**src/rtl/fg_pkg.sv**
```systemverilog
package fg_pkg;
    localparam int CODE_W = 8;
    typedef logic [CODE_W-1:0] code_t;
    localparam code_t TUNER_CODE = 8'd13;

    typedef struct packed {
        logic  prot;
        logic  valid;
        code_t code;
    } latch_t;
endpackage

```
**src/rtl/fg_timebase.sv**
```systemverilog
module fg_timebase #(
    parameter int TICK_CYCLES = 5_000_000
) (
    input  logic clk,
    input  logic rst,
    output logic tick
);
    localparam int TW = $clog2(TICK_CYCLES) + 1;
    localparam logic [TW-1:0] LAST = TW'(TICK_CYCLES - 1);

    logic [TW-1:0] cnt_d, cnt_q;

    always_comb begin
        tick  = (cnt_q == LAST);
        cnt_d = tick ? '0 : cnt_q + 1'b1;
    end

    always_ff @(posedge clk or posedge rst) begin
        if (rst) cnt_q <= '0;
        else     cnt_q <= cnt_d;
    end
endmodule

```
**src/rtl/fg_rail_qual.sv**
```systemverilog
module fg_rail_qual #(
    parameter int SUP_TICKS   = 2,
    parameter int FAULT_COUNT = 5
) (
    input  logic clk,
    input  logic rst,
    input  logic tick,
    input  logic fault_in,
    output logic sample,
    output logic qualified
);
    localparam int SW = $clog2(SUP_TICKS) + 1;
    localparam int CW = $clog2(FAULT_COUNT) + 1;
    localparam logic [SW-1:0] SUB_LAST = SW'(SUP_TICKS - 1);
    localparam logic [CW-1:0] CNT_LAST = CW'(FAULT_COUNT - 1);

    typedef struct packed {
        logic          active;
        logic          prev;
        logic [SW-1:0] sub;
        logic [CW-1:0] cnt;
    } rail_st_t;

    rail_st_t s_d, s_q;
    logic     edge_seen;

    always_comb begin
        s_d       = s_q;
        edge_seen = fault_in & ~s_q.prev;
        sample    = s_q.active & tick & (s_q.sub == SUB_LAST);
        qualified = sample & fault_in & (s_q.cnt == CNT_LAST);
        s_d.prev  = fault_in;
        if (!s_q.active) begin
            if (edge_seen) begin
                s_d.active = 1'b1;
                s_d.sub    = '0;
                s_d.cnt    = '0;
            end
        end else if (tick) begin
            if (sample) begin
                s_d.sub = '0;
                if (!fault_in || qualified) begin
                    s_d.active = 1'b0;
                    s_d.cnt    = '0;
                end else begin
                    s_d.cnt = s_q.cnt + 1'b1;
                end
            end else begin
                s_d.sub = s_q.sub + 1'b1;
            end
        end
    end

    always_ff @(posedge clk or posedge rst) begin
        if (rst) s_q <= '0;
        else     s_q <= s_d;
    end

    a_r4_inactive_sample_idles: assert property (@(posedge clk) disable iff (rst)
        (sample && !fault_in) |=> (!s_q.active && s_q.cnt == '0));

    a_r2_idle_without_edge: assert property (@(posedge clk) disable iff (rst)
        (!s_q.active && !fault_in) |=> !sample);

    a_r3_count_bound: assert property (@(posedge clk) disable iff (rst)
        s_q.cnt <= CNT_LAST);
endmodule

```
**src/rtl/fg_tuner_qual.sv**
```systemverilog
module fg_tuner_qual #(
    parameter int POLL_TICKS  = 3,
    parameter int FAULT_COUNT = 5
) (
    input  logic clk,
    input  logic rst,
    input  logic tick,
    input  logic poll_done,
    input  logic poll_ack,
    output logic poll_req,
    output logic qualified
);
    localparam int PW = $clog2(POLL_TICKS) + 1;
    localparam int CW = $clog2(FAULT_COUNT) + 1;
    localparam logic [PW-1:0] P_LAST   = PW'(POLL_TICKS - 1);
    localparam logic [CW-1:0] CNT_LAST = CW'(FAULT_COUNT - 1);

    typedef struct packed {
        logic [PW-1:0] psub;
        logic [CW-1:0] cnt;
    } tun_st_t;

    tun_st_t s_d, s_q;

    always_comb begin
        s_d       = s_q;
        poll_req  = tick & (s_q.psub == P_LAST);
        qualified = poll_done & ~poll_ack & (s_q.cnt == CNT_LAST);
        if (tick) s_d.psub = poll_req ? '0 : s_q.psub + 1'b1;
        if (poll_done) begin
            if (poll_ack || qualified) s_d.cnt = '0;
            else                       s_d.cnt = s_q.cnt + 1'b1;
        end
    end

    always_ff @(posedge clk or posedge rst) begin
        if (rst) s_q <= '0;
        else     s_q <= s_d;
    end

    a_r7_ack_clears: assert property (@(posedge clk) disable iff (rst)
        (poll_done && poll_ack) |=> (s_q.cnt == '0));

    a_r7_count_bound: assert property (@(posedge clk) disable iff (rst)
        s_q.cnt <= CNT_LAST);
endmodule

```
**src/rtl/fault_guard.sv**
```systemverilog
module fault_guard
    import fg_pkg::*;
#(
    parameter int                      NUM_RAILS   = 2,
    parameter int                      TICK_CYCLES = 5_000_000,
    parameter int                      SUP_TICKS   = 2,
    parameter int                      POLL_TICKS  = 3,
    parameter int                      FAULT_COUNT = 5,
    parameter logic [NUM_RAILS*8-1:0]  RAIL_CODES  = {8'd4, 8'd3}
) (
    input  logic                 clk,
    input  logic                 rst,
    input  logic [NUM_RAILS-1:0] rail_fault,
    input  logic                 dc_fault,
    input  logic                 poll_done,
    input  logic                 poll_ack,
    output logic [NUM_RAILS-1:0] rail_sample,
    output logic                 poll_req,
    output logic                 prot,
    output logic                 code_valid,
    output logic [CODE_W-1:0]    err_code
);
    logic                 tick;
    logic [NUM_RAILS-1:0] rail_qual;
    logic                 tuner_qual;
    logic                 any_rail;
    code_t                rail_code;
    latch_t               l_d, l_q;

    fg_timebase #(.TICK_CYCLES(TICK_CYCLES)) u_tb (
        .clk (clk),
        .rst (rst),
        .tick(tick)
    );

    for (genvar g = 0; g < NUM_RAILS; g++) begin : g_rail
        fg_rail_qual #(.SUP_TICKS(SUP_TICKS), .FAULT_COUNT(FAULT_COUNT)) u_rail (
            .clk      (clk),
            .rst      (rst),
            .tick     (tick),
            .fault_in (rail_fault[g]),
            .sample   (rail_sample[g]),
            .qualified(rail_qual[g])
        );
    end

    fg_tuner_qual #(.POLL_TICKS(POLL_TICKS), .FAULT_COUNT(FAULT_COUNT)) u_tuner (
        .clk      (clk),
        .rst      (rst),
        .tick     (tick),
        .poll_done(poll_done),
        .poll_ack (poll_ack),
        .poll_req (poll_req),
        .qualified(tuner_qual)
    );

    always_comb begin
        any_rail  = 1'b0;
        rail_code = '0;
        for (int i = NUM_RAILS - 1; i >= 0; i--) begin
            if (rail_qual[i]) begin
                any_rail  = 1'b1;
                rail_code = RAIL_CODES[i*8 +: 8];
            end
        end
        l_d = l_q;
        if (!l_q.prot) begin
            if (dc_fault) begin
                l_d = '{prot: 1'b1, valid: 1'b0, code: '0};
            end else if (any_rail) begin
                l_d = '{prot: 1'b1, valid: 1'b1, code: rail_code};
            end else if (tuner_qual) begin
                l_d = '{prot: 1'b1, valid: 1'b1, code: TUNER_CODE};
            end
        end
    end

    always_ff @(posedge clk or posedge rst) begin
        if (rst) l_q <= '0;
        else     l_q <= l_d;
    end

    assign prot       = l_q.prot;
    assign code_valid = l_q.valid;
    assign err_code   = l_q.code;

    a_r8_sticky: assert property (@(posedge clk) disable iff (rst)
        l_q.prot |=> l_q.prot);

    a_r8_code_hold: assert property (@(posedge clk) disable iff (rst)
        l_q.prot |=> ($stable(l_q.code) && $stable(l_q.valid)));

    a_r5_dc_immediate: assert property (@(posedge clk) disable iff (rst)
        (dc_fault && !l_q.prot) |=> (l_q.prot && !l_q.valid && l_q.code == '0));

    a_r9_dc_beats_rest: assert property (@(posedge clk) disable iff (rst)
        (dc_fault && !l_q.prot && (tuner_qual || (|rail_qual))) |=> !l_q.valid);

    a_r7_tuner_code: assert property (@(posedge clk) disable iff (rst)
        (tuner_qual && !l_q.prot && !dc_fault && !(|rail_qual))
            |=> (l_q.valid && l_q.code == TUNER_CODE));

    a_r3_valid_needs_prot: assert property (@(posedge clk) disable iff (rst)
        l_q.valid |-> l_q.prot);
endmodule

```
**config.mk**
```make
export PLATFORM = sky130hd
export DESIGN_NAME = fault_guard
export DESIGN_NICKNAME = d
export VERILOG_FILES = /design/src/rtl/fg_pkg.sv /design/src/rtl/fg_timebase.sv /design/src/rtl/fg_rail_qual.sv /design/src/rtl/fg_tuner_qual.sv /design/src/rtl/fault_guard.sv
export SDC_FILE = /design/constraint.sdc
export NUM_CORES = 1
export LEC_CHECK = 0
export ABC_AREA = 0
export BUFFER_PORTS_ARGS = -buffer_cell sky130_fd_sc_hd__buf_2
export CORE_ASPECT_RATIO = 1.75
export CORE_MARGIN = 4
export CORE_UTILIZATION = 59
export DETAILED_ROUTE_END_ITERATION = 10
export PLACE_DENSITY = 0.78
export SYNTH_ARGS = -nofsm -noshare
export SYNTH_HDL_FRONTEND = slang
export SYNTH_HIERARCHICAL = 1
export SYNTH_SLANG_ARGS = --single-unit
```
**constraint.sdc**
```tcl
create_clock -name clk -period 3.5 [get_ports clk]
set_clock_uncertainty 0.05 [all_clocks]
set_input_delay 0.7 -clock clk [delete_from_list [all_inputs] [get_ports clk]]
set_output_delay 0.7 -clock clk [all_outputs]
set_load 0.005 [all_outputs]
```
==> impl_metrics.ini, run 1 <==
[detailed_routing]
routed-via-count = 2061
drc_errors = 0
via_per_inst = 6.10
drtPass1Iterations = 4
wl_per_cell_um = 16.4
routed_wl_mm = 5.55
ant_nets = 0
drt-initial-drc-count = 73

[synth]
ys_seq_elements = 53
yosys_warnings = 6
netlist_area_sq_um = 2680
synth_cells = 269
ys_seq_area_share_pct = 49.5
synth_ff_type = dfrtp_1
syn_area_per_cell_sq_um = 9.96
async_flop_share_pct = 100
yosysUniqueCellTypes = 44
synth_edf_count = 0

[setup_path]
cpMaxStageDelayCell = dfrtp_1
cp.required_ns = 2.75
crit_buf_inv = 2
setup.worst_path.end_class = output port
critPathLaunchType = flop
crit_arrival_ns = 2.49
crit_fanout = 21
slowest_delay_ns = 0.42
reg2reg_depth = 10
r2r_slack_ns = 0.63
r2r-start = u_tb/cnt_q[0]
critPathKind = flop to output port
cp_top_family = simple AND/OR/NAND/NOR gates
crit_chain = ha_1 > and3_1 > nand3_1 > nor4_2 > buf_4 > and3b_4 > buf_2
r2r_end = code_valid

[pwr]
swShare_pct = 21.6
cellPowerDensity_nw_per_um2 = 405
p_comb_share_pct = 4.8
p_int_mw = 0.927
vdd_drop_max_mv = 0.397
finalPower_mw = 1.18
switching_power_mw = 0.255
pwr-share-clk_pct = 41.4
seqPwrFrac_pct = 53.8
leakage_nw = 1.35

[floorplan]
initial_core_util_pct = 60.9
pin_count = 20
fp.dieH_um = 97.2
fp-row-count = 32
coreArea_sq_um = 4400
die_w_um = 59.0
die-area_sq_um = 5730

[sta]
setup_slack_ns = 0.261
worst_pin_slew_ns = 0.909
slew_headroom_pct = 39.3
hold_viol_final = 0
fin_crit_ns = 3.24
max_freq_mhz = 309
rsz0062_at_grt = false
slew_violations = 0
fin_setup_tns_ns = 0
setup_viol = 0
fin_crit_sh_pct = 92.6

[place]
dp_hpwl_mm = 4.07
pre_cts_ws_ns = 0.587
place_area_sq_um = 2790
gp_congestion = 0.804
port_buffers = 15
dp_cells = 330

[global_routing]
grt_max_degree = 25
antenna_found_initial = 0
first_global_vias = 2126
grt_pass1_wl_mm = 9.71
grt_use_total_pct = 21.7
grt_overflow = 0

[worst_hold_path]
hold_class = primary input to asynchronous set/reset pin

[clock_tree]
cts_tree = yes
cts_setup_buffers = 0
cts.clk_slew.worst_paths_ns = 0.10
cts_resized = 0
hold_buffers = 0
clkLatencyLatePin_ns = 0.31
cts_max_level = 2
numClockSinks = 53
cts_buffers = 5
clockRootBuffer = clkbuf_8
clockBufferDepth = 2

[final_layout]
final_net_count = 302
drive_gt1_share_pct = 11.1
area_growth_pct = 8.92
fin_area_sq_um = 2920
fillers = 363
finalNonFillerCells = 338
diodes = 0

[run_status]
status = complete, no violations

[flow_run]
cap_viol_max_count = 0
## Yosys cell counts, drive strengths merged (3+ instances only)
master / count / area, sq um
nor3: 8 / 40.0
o21ai: 14 / 70.1
nor2b: 3 / 18.8
or3b: 3 / 26.3
a21oi: 7 / 35.0
dfrtp: 53 / 1330
nand4: 12 / 90.1
nand2: 23 / 86.3
nor4: 6 / 37.5
nand3: 20 / 100
buf: 8 / 55.1
nor2: 19 / 71.3
ha: 9 / 113
xor2: 13 / 114
and3: 5 / 31.3
inv: 18 / 67.6
xnor2: 10 / 87.6
a21boi: 3 / 22.5
nand3b: 7 / 52.6
## worst max-delay path by stage
stage | start | end | cells past startpoint
after floorplan | u_tb/cnt_q[0] | rail_sample[0] | 7
after global placement | u_tb/cnt_q[0] | poll_req | 7
after detailed placement | u_tb/cnt_q[0] | poll_req | 7
after CTS | u_tb/cnt_q[0] | poll_req | 7
after global routing | u_tb/cnt_q[0] | poll_req | 7
final | u_tb/cnt_q[0] | poll_req | 7
## state kept, by name (all words and copies together) (netlist names)
name               cells
err_code               4
u_tuner/s_q            7
prot                   1
code_valid             1
g_rail.u_rail/s_q     16
u_tb/cnt_q            24
## cell usage in the layout (no fill, tap or decap), types with 10 or more instances in the layout
cell	n
buf_2	15
inv_1	18
dfrtp_1	53
xnor2_1	10
nand4_1	11
o21ai_0	10
xor2_1	13
nor2_1	19
nand3_1	20
nand2_1	23
## per-stage QoR
| step | hold slack, ns | util, % |
|---|---|---|
| after global placement | 0.418 | 63.2 |
| after CTS | 0.291 | 66.3 |
| after global routing | 0.295 | 66.3 |
| after detailed placement | 0.423 | 63.2 |
| final | 0.289 | 66.3 |
| after floorplan | 0.396 | - |
## kinds of logic (layout without fill, tap and decap cells)
kind of cell | count (synthesis) | after routing | share of synthesized area, %
and+or+nand+nor | 120 | 120 | 25.4
DFF | 53 | 53 | 49.5
AOI/OAI and AO/OA | 34 | 34 | 7.75
buffers and inverters | 27 | 42 | 4.71
xor gates and xnor gates | 23 | 23 | 7.52
adders and majority gates | 9 | 9 | 4.20
muxes | 2 | 2 | 0.794
other | 1 | 4 | 0.140
## area by class of cell
class	count	area, sq um	area share (%)
sequential	53	1330	45.4
tap	51	63.8	2.19
clock buffer	5	68.8	2.36
timing repair buffer	16	82.6	2.83
inverter	18	67.6	2.31
clock inverter	3	65.1	2.23
multi-input combinational	192	1240	42.6
## power by group through the flow
stage,combinational (mW),clock [mW],sequential [mW]
after global placement,0.0531,0,0.647
after floorplan,0.0406,0,0.645
after CTS,0.0568,0.495,0.636
final,0.0564,0.490,0.636
after detailed placement,0.0568,0,0.647
after global routing,0.0659,0.523,0.638
## routing by layer
metal  vias up  part of all wire [%]  track usage (%)
li1        971                     -                -
met1      1019                    39             25.4
met2        59                    55             37.6
met3        12                   3.1             2.79
met4         0                   2.9             9.95
met5         -                     0                0
Note: power is estimated with default switching activity, not from simulation.
==> run 2: changes to the inputs <==
--- a/config.mk
+++ b/config.mk
@@ -9,9 +9,8 @@
 export BUFFER_PORTS_ARGS = -buffer_cell sky130_fd_sc_hd__buf_2
 export CORE_ASPECT_RATIO = 1.75
 export CORE_MARGIN = 4
-export CORE_UTILIZATION = 59
+export CORE_UTILIZATION = 32
 export DETAILED_ROUTE_END_ITERATION = 10
-export PLACE_DENSITY = 0.78
 export SYNTH_ARGS = -nofsm -noshare
 export SYNTH_HDL_FRONTEND = slang
 export SYNTH_HIERARCHICAL = 1
==> run 2 against run 1 <==
Against the previous run: cell count is 12% higher; first-iteration DRC count is 29% higher; register-to-register slack worse by 0.05 ns; count of clock-buffer cells in the layout stayed put; routed wire length is 5.5% lower; die area is 74% higher; global-route usage is 10 points lower; utilization is 29 points lower; final area is 2.2% higher; power is 0.13% higher; critical path type unchanged; largest cell class unchanged; highest routed layer unchanged.
==> impl_metrics.ini, run 2 (synthesis results as in run 1) <==
[run_status]
status = complete, no violations

[worst_hold_path]
hold_class = primary input to asynchronous set/reset pin

[place]
dp_cells = 369
port_buffers = 15
dp_hpwl_mm = 3.96
gp_congestion = 0.850

[final_layout]
fillers = 814
largest_register = u_tb/cnt_q
drive_gt1_share_pct = 11.8
area_growth_pct = 11.3
reg_top3 = u_tb/cnt_q x24, g_rail.u_rail/s_q x16, u_tuner/s_q x7
final_cell_mix = 53 x dfrtp_1, 23 x nand2_1, 20 x nand3_1, 19 x nor2_1, 18 x inv_1
diodes = 0
largest_reg_flops = 24
final_net_count = 302
finalNonFillerCells = 377
final_common_cell = dfrtp_1

[detailed_routing]
wl_per_cell_um = 13.9
drc_errors = 0
drt-initial-drc-count = 94
routed-via-count = 1960
drtPass1Iterations = 4
via_per_inst = 5.20
routed_wl_mm = 5.25
ant_nets = 0

[clock_tree]
hold_buffers = 0
numClockSinks = 53
cts_setup_buffers = 0
cts.clk_slew.worst_paths_ns = 0.07
cts_buffers = 5
cts_max_level = 2
cts_tree = yes
clockRootBuffer = clkbuf_16
clockBufferDepth = 2
cts_resized = 0
clkLatencyLatePin_ns = 0.30

[global_routing]
grt_use_total_pct = 11.2
grt_overflow = 0
grt_pass1_wl_mm = 8.98
first_global_vias = 2044
grt_max_degree = 25
antenna_found_initial = 0

[sta]
hold_viol_final = 0
fin_crit_ns = 3.23
whs_ns = 0.305
setup_viol = 0
fin_setup_tns_ns = 0
worst_pin_slew_ns = 0.911
slew_violations = 0
rsz0062_at_grt = false
slew_headroom_pct = 39.2
max_freq_mhz = 309
fin_crit_sh_pct = 92.4

[setup_path]
critPathKind = flop to output port
slowest_delay_ns = 0.40
cp_top_family = simple AND/OR/NAND/NOR gates
crit_arrival_ns = 2.48
crit_fanout = 23
cpMaxStageDelayCell = dfrtp_1
crit_chain = ha_1 > and3_1 > nand3_1 > nor4_2 > buf_4 > and4b_2 > buf_2
critPathLaunchType = flop
setup.worst_path.end_class = output port
crit_buf_inv = 2
cp.required_ns = 2.75

[pwr]
cellPowerDensity_nw_per_um2 = 397
leakage_nw = 1.35
vdd_drop_max_mv = 0.489

[floorplan]
die_w_um = 77.2
coreArea_sq_um = 8070
fp-row-count = 43
initial_core_util_pct = 33.2
die-area_sq_um = 9960
fp.dieH_um = 129
pin_count = 20

[flow_run]
cap_viol_max_count = 0
run 2: cell types whose count changed in the layout (fill, tap and decap cells not counted):
cell | previous run | this run
and4b_1 | 2 | 0
and4b_2 | 0 | 2
bufinv_16 | 2 | 0
clkbuf_16 | 0 | 5
clkbuf_8 | 5 | 0
clkinv_4 | 0 | 2
run 2: routing by layer:
| metal | vias up | global-route usage [%] | part of all wire (%) |
|---|---|---|---|
| li1 | 967 | - | - |
| met1 | 956 | 10.7 | 40 |
| met2 | 30 | 22.0 | 55 |
| met3 | 7 | 2.50 | 3.2 |
| met4 | 0 | 5.66 | 2.5 |
| met5 | - | 0 | 0 |
run 2: area by class of cell:
cell class | count | area [sq um] | share of cell area, %
multi-input combinational | 192 | 1250 | 41.8
clock buffer | 5 | 125 | 4.19
inverter | 18 | 67.6 | 2.26
sequential | 53 | 1330 | 44.4
clock inverter | 3 | 22.5 | 0.755
timing repair buffer | 16 | 82.6 | 2.77
tap | 90 | 113 | 3.77
run 2: path summary, 6_finish.rpt:
check	slack [ns]	cells past startpoint	startpoint	to
worst min register to register	0.44	1	u_tb/cnt_q[23]	u_tb/cnt_q[23]
worst max register to register	0.58	11	u_tb/cnt_q[0]	code_valid
worst max-delay path	0.27	7	u_tb/cnt_q[0]	rail_sample[1]
worst min-delay path	0.30	2	rst	err_code[3]
max in group asynchronous	2.25	2	rst	u_tb/cnt_q[4]
min in group clk	0.44	1	u_tb/cnt_q[23]	u_tb/cnt_q[23]
run 2: power by group:
group	switching [mW]	internal [mW]
clock	0.226	0.267
sequential	0.0107	0.625
combinational	0.0369	0.0188
run 2: metrics by stage:
| step | total power, mW | util, % | cell area (sq um) | worst slack (ns) |
|---|---|---|---|---|
| after floorplan | 0.685 | - | 2690 | 0.469 |
| after global placement | 0.701 | 35.1 | 2830 | 0.551 |
| after detailed placement | 0.704 | 35.1 | 2830 | 0.505 |
| after CTS | 1.20 | 36.9 | 2980 | 0.159 |
| after global routing | 1.24 | 37.0 | 2980 | 0.0708 |
| final | 1.18 | 37.0 | 2980 | 0.268 |
==> run 3: changes to the inputs <==
--- a/config.mk
+++ b/config.mk
@@ -10,6 +10,7 @@
 export CORE_ASPECT_RATIO = 1.75
 export CORE_MARGIN = 4
 export CORE_UTILIZATION = 32
+export CTS_BUF_LIST = sky130_fd_sc_hd__clkbuf_8
 export DETAILED_ROUTE_END_ITERATION = 10
 export SYNTH_ARGS = -nofsm -noshare
 export SYNTH_HDL_FRONTEND = slang
==> run 3 against run 2 <==
Against the previous run: final area is 1.9% lower; sequential cell count stayed put; clock power fell by 29%; via count increased by 0.97%; non-clock buffer count did not move; global-route usage decreased by 0.16 points; power shrank 12%; critical path depth is the same; critical path type unchanged; maximum frequency decreased by 1.0%; sequential power hardly changed; die area unchanged; utilization is 0.70 points lower.
==> impl_metrics.ini, run 3 (synthesis results as in run 1) <==
[clock_tree]
clkLatencyLatePin_ns = 0.32
cts_resized = 0
hold_buffers = 0
cts_max_level = 2
numClockSinks = 53
cts.clk_slew.worst_paths_ns = 0.10
cts_setup_buffers = 0
cts_buffers = 5
cts_tree = yes
clockRootBuffer = clkbuf_8
clockBufferDepth = 2

[global_routing]
antenna_found_initial = 0
grt_max_degree = 25
first_global_vias = 2053
grt_use_total_pct = 11.1
grt_overflow = 0
grt_pass1_wl_mm = 8.94

[setup_path]
critPathKind = flop to output port
slowest_delay_ns = 0.41
crit_chain = ha_1 > and3_1 > nand3_1 > nor4_2 > buf_4 > and4b_2 > buf_2
crit_fanout = 23
crit_buf_inv = 2
crit_arrival_ns = 2.52
critPathLaunchType = flop
cp_top_family = simple AND/OR/NAND/NOR gates
cpMaxStageDelayCell = dfrtp_1
cp.required_ns = 2.75
setup.worst_path.end_class = output port

[detailed_routing]
drt-initial-drc-count = 71
via_per_inst = 5.25
routed-via-count = 1979
drtPass1Iterations = 4
ant_nets = 0
drc_errors = 0
routed_wl_mm = 5.22
wl_per_cell_um = 13.8

[place]
port_buffers = 15
dp_hpwl_mm = 3.96
gp_congestion = 0.850
dp_cells = 369

[final_layout]
finalNonFillerCells = 377
final_cell_mix = 53 x dfrtp_1, 23 x nand2_1, 20 x nand3_1, 19 x nor2_1, 18 x inv_1
drive_gt1_share_pct = 11.8
final_common_cell = dfrtp_1
fillers = 820
reg_top3 = u_tb/cnt_q x24, g_rail.u_rail/s_q x16, u_tuner/s_q x7
largest_reg_flops = 24
area_growth_pct = 9.24
largest_register = u_tb/cnt_q
diodes = 0
final_net_count = 302

[sta]
setup_viol = 0
worst_pin_slew_ns = 0.909
fin_crit_ns = 3.27
slew_headroom_pct = 39.3
fin_crit_sh_pct = 93.3
slew_violations = 0
fin_setup_tns_ns = 0
max_freq_mhz = 306
hold_viol_final = 0
rsz0062_at_grt = false

[pwr]
vdd_drop_max_mv = 0.335
cellPowerDensity_nw_per_um2 = 355
leakage_nw = 1.33

[floorplan]
fp.dieH_um = 129
fp-row-count = 43
coreArea_sq_um = 8070
die-area_sq_um = 9960
initial_core_util_pct = 33.2
pin_count = 20
die_w_um = 77.2

[run_status]
status = complete, no violations

[worst_hold_path]
hold_class = primary input to asynchronous set/reset pin

[flow_run]
cap_viol_max_count = 0
## run 3: per-layer routing
metal,global-route usage (%),vias to the layer above,share of wire (%)
li1,-,968,-
met1,10.7,968,38
met2,21.8,36,56
met3,2.29,7,3.2
met4,5.24,0,2.2
met5,0,-,0
## run 3: final cells by class
type                    count  area (sq um)  share of cell area (%)
well taps                  90           113                    3.85
inverters                  18          67.6                    2.31
clock buffers               5          68.8                    2.35
clock inverters             3          22.5                   0.769
multi-input cells         192          1250                    42.6
repair buffers             16          82.6                    2.82
flip-flops and latches     53          1330                    45.3
## run 3: per-stage QoR
step / utilization (%) / area (sq um) / total power, mW / hold WS [ns] / worst slack (ns)
after floorplan: - / 2690 / 0.685 / 0.396 / 0.469
after global placement: 35.1 / 2830 / 0.701 / 0.429 / 0.551
after detailed placement: 35.1 / 2830 / 0.704 / 0.435 / 0.505
after CTS: 36.2 / 2930 / 1.06 / 0.273 / 0.119
after global routing: 36.3 / 2930 / 1.10 / 0.273 / 0.0289
final: 36.3 / 2930 / 1.04 / 0.280 / 0.235
## run 3: final timing paths
check	from	slack, ns	cells past startpoint	to
max	u_tb/cnt_q[0]	0.23	7	rail_sample[1]
min	rst	0.28	2	err_code[3]
max reg2reg	u_tb/cnt_q[0]	0.59	11	code_valid
min reg2reg	u_tb/cnt_q[23]	0.44	1	u_tb/cnt_q[23]
max in group asynchronous	rst	2.27	2	u_tb/cnt_q[5]
min in group clk	u_tb/cnt_q[23]	0.44	1	u_tb/cnt_q[23]
## run 3: power by group
part	switching, mW	internal, mW
registers	0.0107	0.624
logic	0.0369	0.0188
clock network	0.207	0.142
total	0.255	0.785
